**src/rtl/fpcmp_pkg.sv**
```systemverilog
package fpcmp_pkg;

  // Condition-code bit positions: {LT, GT, EQ, UN}
  localparam int CC_LT = 3;
  localparam int CC_GT = 2;
  localparam int CC_EQ = 1;
  localparam int CC_UN = 0;
  localparam int CC_W  = 4;

  typedef struct packed {
    logic sign;
    logic zero;
    logic nan;
    logic snan;
  } opnd_cls_t;

  // Exponent field width for a supported interchange width
  function automatic int exp_width(input int w);
    if (w == 128) return 15;
    else if (w == 32) return 8;
    else return 11;
  endfunction

endpackage

```
**src/rtl/fpcmp_classify.sv**
```systemverilog
module fpcmp_classify #(
  parameter int DATA_W = 64
) (
  input  logic [DATA_W-1:0]     op,
  output fpcmp_pkg::opnd_cls_t  cls
);
  localparam int EXP_W  = fpcmp_pkg::exp_width(DATA_W);
  localparam int FRAC_W = DATA_W - 1 - EXP_W;

  logic [EXP_W-1:0]  exp_f;
  logic [FRAC_W-1:0] frac_f;
  logic              exp_ones;
  logic              frac_nz;

  always_comb begin
    exp_f    = op[DATA_W-2 -: EXP_W];
    frac_f   = op[FRAC_W-1:0];
    exp_ones = &exp_f;
    frac_nz  = |frac_f;
    cls.sign = op[DATA_W-1];
    cls.zero = ~|op[DATA_W-2:0];
    cls.nan  = exp_ones & frac_nz;
    // quiet bit is the top fraction bit; clear means signaling
    cls.snan = exp_ones & frac_nz & ~frac_f[FRAC_W-1];
  end

endmodule

```
**src/rtl/fpcmp_order.sv**
```systemverilog
module fpcmp_order #(
  parameter int DATA_W = 64
) (
  input  logic [DATA_W-1:0]          a,
  input  logic [DATA_W-1:0]          b,
  input  fpcmp_pkg::opnd_cls_t       cls_a,
  input  fpcmp_pkg::opnd_cls_t       cls_b,
  output logic [fpcmp_pkg::CC_W-1:0] cc
);
  import fpcmp_pkg::*;

  localparam int MAG_W = DATA_W - 1;

  logic [MAG_W-1:0] mag_a;
  logic [MAG_W-1:0] mag_b;
  logic             mag_eq;
  logic             mag_lt;
  logic             a_less;

  always_comb begin
    mag_a  = a[MAG_W-1:0];
    mag_b  = b[MAG_W-1:0];
    mag_eq = (mag_a == mag_b);
    mag_lt = (mag_a < mag_b);
    a_less = 1'b0;
    cc     = '0;
    if (cls_a.nan || cls_b.nan) begin
      cc[CC_UN] = 1'b1;
    end else if (cls_a.zero && cls_b.zero) begin
      cc[CC_EQ] = 1'b1;
    end else if (cls_a.sign != cls_b.sign) begin
      if (cls_a.sign) cc[CC_LT] = 1'b1;
      else            cc[CC_GT] = 1'b1;
    end else if (mag_eq) begin
      cc[CC_EQ] = 1'b1;
    end else begin
      // sign-magnitude: larger magnitude is smaller when negative
      a_less = mag_lt ^ cls_a.sign;
      if (a_less) cc[CC_LT] = 1'b1;
      else        cc[CC_GT] = 1'b1;
    end
  end

endmodule

```
**src/rtl/fpcmp_flags.sv**
```systemverilog
module fpcmp_flags (
  input  fpcmp_pkg::opnd_cls_t cls_a,
  input  fpcmp_pkg::opnd_cls_t cls_b,
  input  logic                 ordered,
  input  logic                 ve,
  output logic                 vx_snan,
  output logic                 vx_cmp
);
  logic any_snan;
  logic any_nan;

  always_comb begin
    any_snan = cls_a.snan | cls_b.snan;
    any_nan  = cls_a.nan | cls_b.nan;
    vx_snan  = any_snan;
    if (!ordered)      vx_cmp = 1'b0;
    else if (any_snan) vx_cmp = ~ve;
    else               vx_cmp = any_nan;
  end

endmodule

```
**src/rtl/fpcmp_unit.sv**
```systemverilog
module fpcmp_unit #(
  parameter int DATA_W = 64
) (
  input  logic              clk,
  input  logic              rst_n,
  input  logic              in_valid,
  output logic              in_ready,
  input  logic [DATA_W-1:0] in_a,
  input  logic [DATA_W-1:0] in_b,
  input  logic              in_ordered,
  input  logic              in_ve,
  output logic              out_valid,
  input  logic              out_ready,
  output logic [3:0]        out_cc,
  output logic              out_vx_snan,
  output logic              out_vx_cmp,
  output logic [3:0]        fpcc_o
);
  import fpcmp_pkg::*;

  localparam int N_OPS = 2;

  logic [DATA_W-1:0] ops [N_OPS];
  opnd_cls_t         cls [N_OPS];

  logic [CC_W-1:0] cc_n;
  logic            snan_n;
  logic            vxc_n;
  logic            accept;

  logic            vld_q;
  logic [CC_W-1:0] cc_q;
  logic            snan_q;
  logic            vxc_q;
  logic [CC_W-1:0] fpcc_q;

  assign ops[0] = in_a;
  assign ops[1] = in_b;

  for (genvar g = 0; g < N_OPS; g++) begin : g_cls
    fpcmp_classify #(.DATA_W(DATA_W)) cls_i (
      .op  (ops[g]),
      .cls (cls[g])
    );
  end

  fpcmp_order #(.DATA_W(DATA_W)) ord_i (
    .a     (in_a),
    .b     (in_b),
    .cls_a (cls[0]),
    .cls_b (cls[1]),
    .cc    (cc_n)
  );

  fpcmp_flags flg_i (
    .cls_a   (cls[0]),
    .cls_b   (cls[1]),
    .ordered (in_ordered),
    .ve      (in_ve),
    .vx_snan (snan_n),
    .vx_cmp  (vxc_n)
  );

  assign in_ready = ~vld_q | out_ready;
  assign accept   = in_valid & in_ready;

  always_ff @(posedge clk) begin
    if (!rst_n) begin
      vld_q  <= 1'b0;
      cc_q   <= '0;
      snan_q <= 1'b0;
      vxc_q  <= 1'b0;
      fpcc_q <= '0;
    end else if (accept) begin
      vld_q  <= 1'b1;
      cc_q   <= cc_n;
      snan_q <= snan_n;
      vxc_q  <= vxc_n;
      fpcc_q <= cc_n;
    end else if (out_ready) begin
      vld_q  <= 1'b0;
    end
  end

  assign out_valid   = vld_q;
  assign out_cc      = cc_q;
  assign out_vx_snan = snan_q & vld_q;
  assign out_vx_cmp  = vxc_q & vld_q;
  assign fpcc_o      = fpcc_q;

endmodule

```
**config.mk**
```make
export PLATFORM = sky130hd
export DESIGN_NAME = fpcmp_unit
export DESIGN_NICKNAME = d
export VERILOG_FILES = /design/src/rtl/fpcmp_pkg.sv /design/src/rtl/fpcmp_classify.sv /design/src/rtl/fpcmp_order.sv /design/src/rtl/fpcmp_flags.sv /design/src/rtl/fpcmp_unit.sv
export SDC_FILE = /design/constraint.sdc
export NUM_CORES = 1
export LEC_CHECK = 0
export BUFFER_PORTS_ARGS = -buffer_cell sky130_fd_sc_hd__buf_2
export CORE_ASPECT_RATIO = 1.1
export CORE_MARGIN = 2
export CORE_UTILIZATION = 48
export DETAILED_ROUTE_END_ITERATION = 7
export PLACE_DENSITY_LB_ADDON = 0.25
export SETUP_SLACK_MARGIN = 0.5
export SYNTH_ARGS = -nofsm -noshare
export SYNTH_HDL_FRONTEND = slang
export SYNTH_SLANG_ARGS = --single-unit
```
**constraint.sdc**
```tcl
create_clock -name clk -period 5.4 [get_ports clk]
set_clock_uncertainty 0.1 [all_clocks]
set_input_delay 0.81 -clock clk [delete_from_list [all_inputs] [get_ports clk]]
set_output_delay 0.81 -clock clk [all_outputs]
set_load 0.01 [all_outputs]
```
### Word level (Yosys, flattened, before mapping)

Index checks and enable logic that the tools add are counted.

* register bits after elaboration: 7
* latch bits: 0
* memory bits (writable): 0
* memory bits (read-only): 0
* input port bits: 134
* output and inout bits: 12
* logic and storage cells: 49
* memories: 0

* add/subtract/negate cells: 0
* $mul: 0
* div/mod/pow operators: 0
* magnitude comparators: 1
* eq/ne operators: 2
* shifts and indexed selects: 0
* muxes and demuxes: 16
* bitwise operators: 15
* reductions and logical operators: 11

Operator list (count)
* OR reduction 63 bit: 2
* OR reduction 52 bit: 2
* equality test 63 bit: 1
* less-than comparator 63 bit: 1
* AND reduction 11 bit: 2
* 2-to-1 mux 1 bit: 12
* bitwise AND 1 bit: 7
* 2-to-1 mux 2 bit: 3
* inverter 1 bit: 4
* 2-to-1 mux 3 bit: 1
* bitwise OR 1 bit: 3
* zero test 1 bit: 2
* nonzero test 2 bit: 1
* logical AND 1 bit: 1
* logical OR 1 bit: 1
* != test 1 bit: 1
* XOR 1 bit: 1

### Depth between registers and ports, before layout

Gate-level depths: netlist of the first run.

* word-level depth: 7
* mapped depth: 9
* depth with buffers taken out: 9

### Modules after synthesis

Synthesis of the first run repeated with hierarchy kept, for this count alone.

* cells, all modules: 344
* area, all modules: 2469.9 µm²

Modules (own cells, without submodules)
* fpcmp_order: instances 1, cells each 243, area each 1707.9 µm², seq. area each 0.0 µm²
* fpcmp_classify: instances 2, cells each 30, area each 197.7 µm², seq. area each 0.0 µm²
* fpcmp_unit: instances 1, cells each 38, area each 342.8 µm², seq. area each 140.1 µm²
* fpcmp_flags: instances 1, cells each 3, area each 23.8 µm², seq. area each 0.0 µm²

### Worst setup path after synthesis of the first run

OpenSTA, ideal clock, no wires.

* path kind: input -> register
* start point: in in_b[59]
* end point: reg fpcc_q[2] (netlist: fpcc_o[2])
* library setup time: 0.129 ns
* arrival: 2.624 ns
* required time: 5.171 ns
* slack: 2.547 ns
* stages: 9
* buffers on the path: 0
* path through: inv_1 > ha_1 > nand3_1 > nor4_4 > nand4_2 > or4_4 > and2_1 > nand4_1 > o311ai_1

* word-level cells in the longest chain between the ends: 7
* elaborated cells between the ends (all ways): 14
* those cells by class: order compare: 1; eq/ne: 1; mux: 5; bitwise: 2; reduce/logical: 5

Ends and longest elaborated chain
* start, declared: RTL line fpcmp_unit.sv:9 `input logic [DATA_W-1:0] in_b,`
* less-than comparator 63 bit: RTL line fpcmp_order.sv:24 `mag_lt = (mag_a < mag_b);`
* XOR 1 bit: RTL line fpcmp_order.sv:38 `a_less = mag_lt ^ cls_a.sign;`
* 2-to-1 mux 1 bit: RTL line fpcmp_order.sv:39 `if (a_less) cc[CC_LT] = 1'b1;`
* 2-to-1 mux 2 bit: RTL line fpcmp_order.sv:34 `end else if (mag_eq) begin`
* 2-to-1 mux 2 bit: RTL line fpcmp_order.sv:31 `end else if (cls_a.sign != cls_b.sign) begin`
* 2-to-1 mux 2 bit: RTL line fpcmp_order.sv:29 `end else if (cls_a.zero && cls_b.zero) begin`
* 2-to-1 mux 3 bit *: RTL line fpcmp_order.sv:27 `if (cls_a.nan || cls_b.nan) begin`
* end signal, assigned: RTL line fpcmp_unit.sv:79 `fpcc_q <= cc_n;`
* end, declared: RTL line fpcmp_unit.sv:35 `logic [CC_W-1:0] fpcc_q;`

Every way passes the cells marked *; elsewhere a longest branch is shown, timed or not.
A chain may end at the register's enable or synchronous reset.

### Final worst setup path of the first run

Ends and elaborated chain as after synthesis.

==> flow_metrics.tcl, run 1 <==
set metrics [dict create \
    worstMarginPinSlew_ps 929.7 \
    worstRegToRegCells 5 \
    viasPerCell 5.508 \
    use_met1_pct 33.62 \
    synthCells 336 \
    area_growth_pct 34.34 \
    fmax_mhz 345.4 \
    min_from "vxc_q" \
    synth_seq_cells 7 \
    grtUsageMet2_pct 47.94 \
    grt_pass1_wl_um 11950 \
    yosys_warnings 0 \
    post-cts-setup-buffer-count 0 \
    clock_path_buffers 2 \
    crit_chain "buf_2 -> inv_1 -> ha_1 -> nand3_1 -> nor4_4 -> nand4_2 -> or4_4 -> and2_1 -> nand4_1 -> o311ai_1" \
    finalSetupTns_ps 0 \
    hp-class "reg2reg" \
    synth_top_cells_by_count "inv_1 (69), ha_1 (63), nand2_1 (32), nor4_1 (31), a21oi_1 (28)" \
    r2r-end "fpcc_o[2]" \
    syn_avg_cell_area_um2 7.027 \
    antenna_found_initial 0 \
    cap_violations 0 \
    ys_dominant_reg_cell "dfxtp_1" \
    cp_max_fo 5 \
    postCtsHoldBufs 0 \
    ys_seq_area_share_pct 5.935 \
    drv_slew 0 \
    grt_overflow_total 0 \
    cp-end-kind "flip-flop" \
    fin_crit_sh_pct 53.61 \
    use_met3_pct 1.818 \
    io_buffers 145 \
    synth_area_leaders "ha_1 (33%), inv_1 (11%), nor4_1 (8.2%), a21oi_1 (5.9%), dfxtp_1 (5.9%)" \
    ys_types 44 \
    top_usage_layer "met2" \
    power.leakage_uw 0.001819 \
    r2r_slack_ps 3830 \
    status "finished clean" \
    ctsRootBufferMaster "clkbuf_8" \
    synth_most_common_cell "inv_1" \
    nets 679 \
    cts_resized 0 \
    path_class "in2reg" \
    power_density_nw_per_um2 102.5 \
    yosysTopAreaCell "ha_1" \
    drive_above_1_share_pct 32.22 \
    hpwl_um 6508 \
    fin_crit_ps 2895 \
    initial_core_util_pct 50.40 \
    async_reset_ff_share_pct 0 \
    cts_tree "done" \
    coreArea_um2 4684 \
    power_uw 325.1 \
    grt_pass1_vias 2803 \
    holdPathStages 2 \
    cts_buffers 3 \
    vdd_drop_max_uv 77.78 \
    crit_path_start_kind "input pin" \
    final_hold_viol_count 0 \
    dr.pass1.iters 4 \
    die-area_um2 5496 \
    cp_data_required_time_ps 5400 \
    cts_sinks 7 \
    clk_latency_ps 220 \
    arrival_ps 2890 \
    grt_max_degree 9 \
    syn_area_um2 2361 \
    wl_um 7127 \
    num_io_pins 146 \
    fill_cells 443 \
    antenna_left 0 \
    grt_util_all_layers_pct 25.93 \
    insertedDiodeCount 0 \
    timing.rr.start "out_valid" \
    dr.first_iter.drc_count 118 \
    rsz0062_at_grt "false" \
    die_y_um 77.56 \
    cp_slowest_cell "or4_4" \
    cp_slowest_stage_delay_ps 590 \
    die_x_um 70.87 \
    synth_nets 533 \
    vias 2958 \
    wl_per_cell_um 13.27 \
    gp_congestion 0.9180 \
    synth_top_area_share_pct 33.39 \
    fp-row-count 26 \
    cts_max_level 1 \
    synth_edf_count 0 \
    remaining_drc_errors 0 \
    hold_end "vxc_q" \
    clkSlewWorstSetupHoldPaths_ps 40 \
    max_slew_margin_pct 36.42 \
    finalSetupViolCount 0 \
]
## cells by family (layout without fill, tap and decap cells)
| group | count (synthesis) | after routing | synth area share [%] |
|---|---|---|---|
| adders and majority gates | 63 | 63 | 33.39 |
| DFF | 7 | 7 | 5.935 |
| AOI/OAI and AO/OA | 66 | 66 | 17.59 |
| buffers and inverters | 74 | 219 | 12.40 |
| and+or+nand+nor | 125 | 125 | 30.31 |
| xor gates and xnor gates | 1 | 1 | 0.3710 |
## per-stage QoR
step	worst slack [ps]	utilization, %	instance area (um2)	cells	hold slack [ps]
after floorplan	2547	-	2361	336	326.2
after global placement	2335	66.75	3127	533	337.6
after detailed placement	2273	66.75	3127	533	345.4
after CTS	2515	67.71	3172	537	348.8
after global routing	2366	67.71	3172	537	384.3
final	2505	67.71	3172	537	355.0
## layout by cell type (no fill, tap or decap), types with 6 or more instances in the layout
cell type,instances
nor4_1,31
inv_1,69
dfxtp_1,7
o21ai_0,9
a21oi_1,28
nand2_1,32
nand3_1,13
ha_1,63
nor3_1,6
nor2_1,9
buf_2,145
nand4_1,16
## sequential cells by signal (all words and copies together), names as in the netlist
| name | count |
|---|---|
| snan_q | 1 |
| vxc_q | 1 |
| out_valid | 1 |
| fpcc_o | 4 |
## per-layer routing
layer / routed length [um] / part of all wire [%]
met5: 0 / 0
met4: 38 / 0.53
met3: 400 / 5.6
met2: 3589 / 50
met1: 3098 / 43
## worst max path at each step
stage | startpoint | depth (start not counted) | end
after detailed placement | in_b[42] | 10 | fpcc_o[2]
after global routing | in_b[59] | 10 | fpcc_o[2]
final | in_b[59] | 10 | fpcc_o[2]
after global placement | in_b[59] | 10 | fpcc_o[2]
after CTS | in_b[59] | 10 | fpcc_o[2]
after floorplan | in_b[59] | 9 | fpcc_o[2]
## critical path: cells and delay by family
kind / cells / cell delay, ps
buf+inv: 2 / 140
fa+ha+maj: 1 / 290
simple gates: 6 / 1540
compound gates: 1 / 100
## layout make-up
| cell class | count | area, um2 | area share, % |
|---|---|---|---|
| inverter | 70 | 262.8 | 8.284 |
| sequential | 7 | 140.1 | 4.418 |
| timing repair buffer | 145 | 725.7 | 22.88 |
| tap | 56 | 70.07 | 2.209 |
| clock buffer | 4 | 45.04 | 1.420 |
| multi-input combinational | 255 | 1928 | 60.79 |
## where the power goes
group,internal [uW],switching (uW)
Clock,50.9,21.0
Combinational,90.7,105
Sequential,54.9,2.11
Total,197,128
(Power assumes the default switching activity.)
==> inputs of run 2 (changes only) <==
- CORE_UTILIZATION: 48 -> 45
- clock period: 5.4 -> 2.9 ns (I/O delays scaled with it)
==> flow_metrics.tcl, run 2 (synthesis results as in run 1) <==
set metrics [dict create \
    drv_slew 0 \
    io_buffers 145 \
    cp-end-kind "flip-flop" \
    ctsRootBufferMaster "clkbuf_8" \
    num_io_pins 146 \
    status "finished clean" \
    largest_reg_flops 4 \
    wl_um 7609 \
    crit_chain "buf_8 -> inv_4 -> ha_4 -> nand4_1 -> nor4_4 -> nand4_2 -> or4_4 -> and2_4 -> nand4_1 -> o311ai_2" \
    area_growth_pct 44.09 \
    grt_pass1_wl_um 11670 \
    grt_overflow_total 0 \
    multi_input_area_um2 2048 \
    cts_sinks 7 \
    fmax_mhz 421.5 \
    worstMarginPinSlew_ps 785.3 \
    clk_latency_ps 230 \
    hpwl_um 6744 \
    fin_cells 545 \
    clock_path_buffers 2 \
    remaining_drc_errors 0 \
    path_class "in2reg" \
    cp_slowest_cell "or4_4" \
    fp-row-count 27 \
    final_area_um2 3402 \
    rsz0062_at_grt "true" \
    antenna_left 0 \
    power.leakage_uw 0.001869 \
    dr.pass1.iters 5 \
    cts_tree "done" \
    power_density_nw_per_um2 190.2 \
    min_from "vxc_q" \
    antenna_found_initial 0 \
    fill_cells 455 \
    cap_violations 0 \
    initial_core_util_pct 46.91 \
    finalSetupViolCount 0 \
    cp_max_fo 5 \
    wl_per_cell_um 13.96 \
    place_inst 537 \
    coreArea_um2 5034 \
    grt_pass1_vias 2807 \
    layout_setup_ws_ps 527.3 \
    max_slew_margin_pct 46.29 \
    cts_buffers 3 \
    postCtsHoldBufs 0 \
    worstRegToRegCells 5 \
    clkSlewWorstSetupHoldPaths_ps 40 \
    grt_max_degree 9 \
    final_common_cell "buf_2" \
    crit_top_cell "nand4_1" \
    most-common-layout-cells "buf_2 (136), inv_1 (62), ha_1 (56)" \
    finalSetupTns_ps 0 \
    place_ws_ps 262.2 \
    cp_data_required_time_ps 2900 \
    hp-class "reg2reg" \
    vdd_drop_max_uv 113.6 \
    drive_above_1_share_pct 37.17 \
    cts_max_level 1 \
    fin_crit_ps 2373 \
    arrival_ps 2380 \
    worstSetupStartpoint "in_b[42]" \
    grt_util_all_layers_pct 24.55 \
    die_y_um 79.97 \
    timing.rr.start "out_valid" \
    die_x_um 73.07 \
    cp_slowest_stage_delay_ps 540 \
    dr.first_iter.drc_count 113 \
    crit_path_start_kind "input pin" \
    vias 3019 \
    placed_area_um2 3144 \
    final_hold_viol_count 0 \
    die-area_um2 5843 \
    seq_area_um2 140.1 \
    nets 685 \
    gp_congestion 0.9230 \
    viasPerCell 5.539 \
    fin_crit_sh_pct 81.82 \
    holdPathStages 2 \
    insertedDiodeCount 0 \
]
## run 2: cell count changes in the layout (fill, tap and decap cells not counted), moves of 2 or more
cell,change
buf_2,-9
buf_6,+6
buf_8,+2
inv_2,+6
ha_1,-7
buf_4,+7
nand2_2,+2
ha_4,+7
inv_1,-7
nand2_1,-2
## run 2: per-stage QoR
step	hold WS (ps)	total power, uW	utilization [%]
after floorplan	326.2	297.5	-
after global placement	338.0	460.9	62.47
after detailed placement	349.3	471.6	62.47
after CTS	362.3	611.6	63.36
after global routing	375.8	711.8	67.59
final	357.8	646.9	67.59
## run 2: per-layer routing
layer | vias up | wire length [um] | GRT usage [%] | part of all wire (%)
met5 | - | 0 | 0 | 0
met3 | 16 | 449 | 2.525 | 5.9
met1 | 1360 | 3185 | 30.35 | 42
met4 | 0 | 162 | 7.222 | 2.1
li1 | 1534 | - | - | -
met2 | 109 | 3812 | 43.96 | 50
## run 2: area by class of cell
cell class / count / area share (%)
Timing Repair Buffer: 151 / 24.42
Clock buffer: 4 / 1.324
Multi-Input combinational cell: 255 / 60.21
Inverter: 70 / 7.797
Tap cell: 58 / 2.133
Sequential cell: 7 / 4.119
## run 2: final timing paths
check                            endpoint  slack (ps)
worst min register to register      vxc_q         360
worst max-delay path            fpcc_o[2]         530
worst min-delay path                vxc_q         360
worst max register to register  fpcc_o[2]        1390
## run 2: where the power goes
part	leakage (uW)	internal, uW	switching (uW)
Sequential	0.0000575	102	3.64
Combinational	0.00179	191	211
Clock	0.0000228	95.2	43.7
## run 2: worst max-delay path, delay by kind of cell
family | cells | cell delay (ps)
AOI/OAI and AO/OA | 1 | 110
and+or+nand+nor | 6 | 1460
buffers and inverters | 2 | 110
adders and majority gates | 1 | 260
## run 2: what timing repair did
item | in CTS | in global routing
setup endpoints to repair | 1 | 3
buffers inserted | 0 | 4
pin swaps | 1 | 14
gates resized for setup | 0 | 37
==> inputs of run 3 (changes only) <==
- CORE_UTILIZATION: 45 -> 40
- clock period: 2.9 -> 1.9 ns (I/O delays scaled with it)
==> flow_metrics.tcl, run 3 (synthesis results as in run 1) <==
set metrics [dict create \
    worstMarginPinSlew_ps 500.2 \
    cts_tree "done" \
    cap_violations 0 \
    gp_congestion 0.9039 \
    cp_data_required_time_ps 1930 \
    viasPerCell 5.406 \
    num_io_pins 146 \
    cp_max_fo 2 \
    seq_area_um2 140.1 \
    grt_max_degree 9 \
    grt_overflow_total 0 \
    fin_crit_ps 2151 \
    power_density_nw_per_um2 279.9 \
    postCtsHoldBufs 0 \
    cts_max_level 1 \
    drive_above_1_share_pct 53.77 \
    layout_setup_ws_ps -250.9 \
    grt_pass1_vias 3642 \
    die_y_um 84.58 \
    die_x_um 77.25 \
    power.leakage_uw 0.002348 \
    cp-end-kind "flip-flop" \
    clkSlewWorstSetupHoldPaths_ps 40 \
    wl_um 10150 \
    antenna_left 0 \
    final_common_cell "buf_2" \
    vias 3503 \
    worstRegToRegCells 6 \
    fmax_mhz 464.9 \
    arrival_ps 2180 \
    grt_pass1_wl_um 15120 \
    crit_path_start_kind "input pin" \
    cts_sinks 7 \
    die-area_um2 6533 \
    cts_buffers 3 \
    nets 769 \
    io_buffers 145 \
    wl_per_cell_um 15.66 \
    place_ws_ps -568.6 \
    multi_input_area_um2 2367 \
    hp-class "in2reg" \
    vdd_drop_max_uv 218.6 \
    most-common-layout-cells "buf_2 (116), buf_4 (91), inv_1 (51)" \
    insertedDiodeCount 0 \
    holdPathStages 3 \
    grt_util_all_layers_pct 28.01 \
    area_growth_pct 92.85 \
    dr.pass1.iters 5 \
    fin_crit_sh_pct 113.2 \
    finalSetupTns_ps -597.5 \
    final_hold_viol_count 0 \
    remaining_drc_errors 0 \
    coreArea_um2 5733 \
    finalSetupViolCount 4 \
    status "complete, but fails checks" \
    ctsRootBufferMaster "clkbuf_8" \
    clk_latency_ps 230 \
    fp-row-count 29 \
    initial_core_util_pct 41.18 \
    rsz0062_at_grt "true" \
    dr.first_iter.drc_count 147 \
    largest_reg_flops 4 \
    path_class "in2reg" \
    antenna_found_initial 0 \
    clock_path_buffers 2 \
    max_slew_margin_pct 66.39 \
    drv_slew 0 \
    fill_cells 397 \
    hpwl_um 7565 \
    violations "negative setup slack" \
]
[run 3: worst paths after layout]
kind         slack, ps         to       from
max               -250  fpcc_o[2]   in_a[55]
min                230  out_valid   in_valid
max reg2reg        430  fpcc_o[3]  out_valid
min reg2reg        350      vxc_q      vxc_q
[run 3: routing by layer]
metal	vias up	GRT usage [%]	part of all wire, %
met1	1593	29.55	37
li1	1705	-	-
met2	163	55.57	53
met4	0	9.903	4.2
met5	-	0	0
met3	42	3.871	5.4
[run 3: cell type report]
class	instances	share of cell area (%)
multi-input combinational	255	51.99
sequential	7	3.078
timing repair buffer	235	35.17
tap	77	2.116
inverter	70	6.650
clock buffer	4	0.9893
[run 3: power breakdown]
part           switching, uW  leakage (uW)  total (uW)  internal (uW)
clock network           66.2     0.0000228         212            145
logic                    424       0.00227         901            477
registers               5.95     0.0000575         162            156
total                    496       0.00235        1270            778
[run 3: critical path: stages]
cell,delay [ps]
buf_2,130
ha_4,270
nand2_4,50
nor4_4,340
nand4_2,180
buf_6,150
a2111o_1,310
nand4b_1,140
a21oi_1,90
o311ai_1,220
[run 3: repair_timing]
action                                  4_1_cts  5_1_grt
endpoints found under the hold margin         0        0
gates resized for setup                      60       48
endpoints found under the setup margin        6        6
pin swaps                                    20       17
setup buffers                                 5        2
[run 3: stage by stage]
step | total power (uW) | hold WS [ps] | cell area (um2) | cells | util [%]
6_report | 1274 | 230.8 | 4553 | 648 | 79.42
5_1_grt | 1370 | 239.8 | 4553 | 648 | 79.42
4_1_cts | 1185 | 226.6 | 4315 | 646 | 75.27
3_5_place_dp | 879.7 | 350.7 | 3895 | 637 | 67.94
3_3_place_gp | 853.6 | 335.6 | 3895 | 637 | 67.94
2_1_floorplan | 467.3 | 320.5 | 2480 | 336 | -
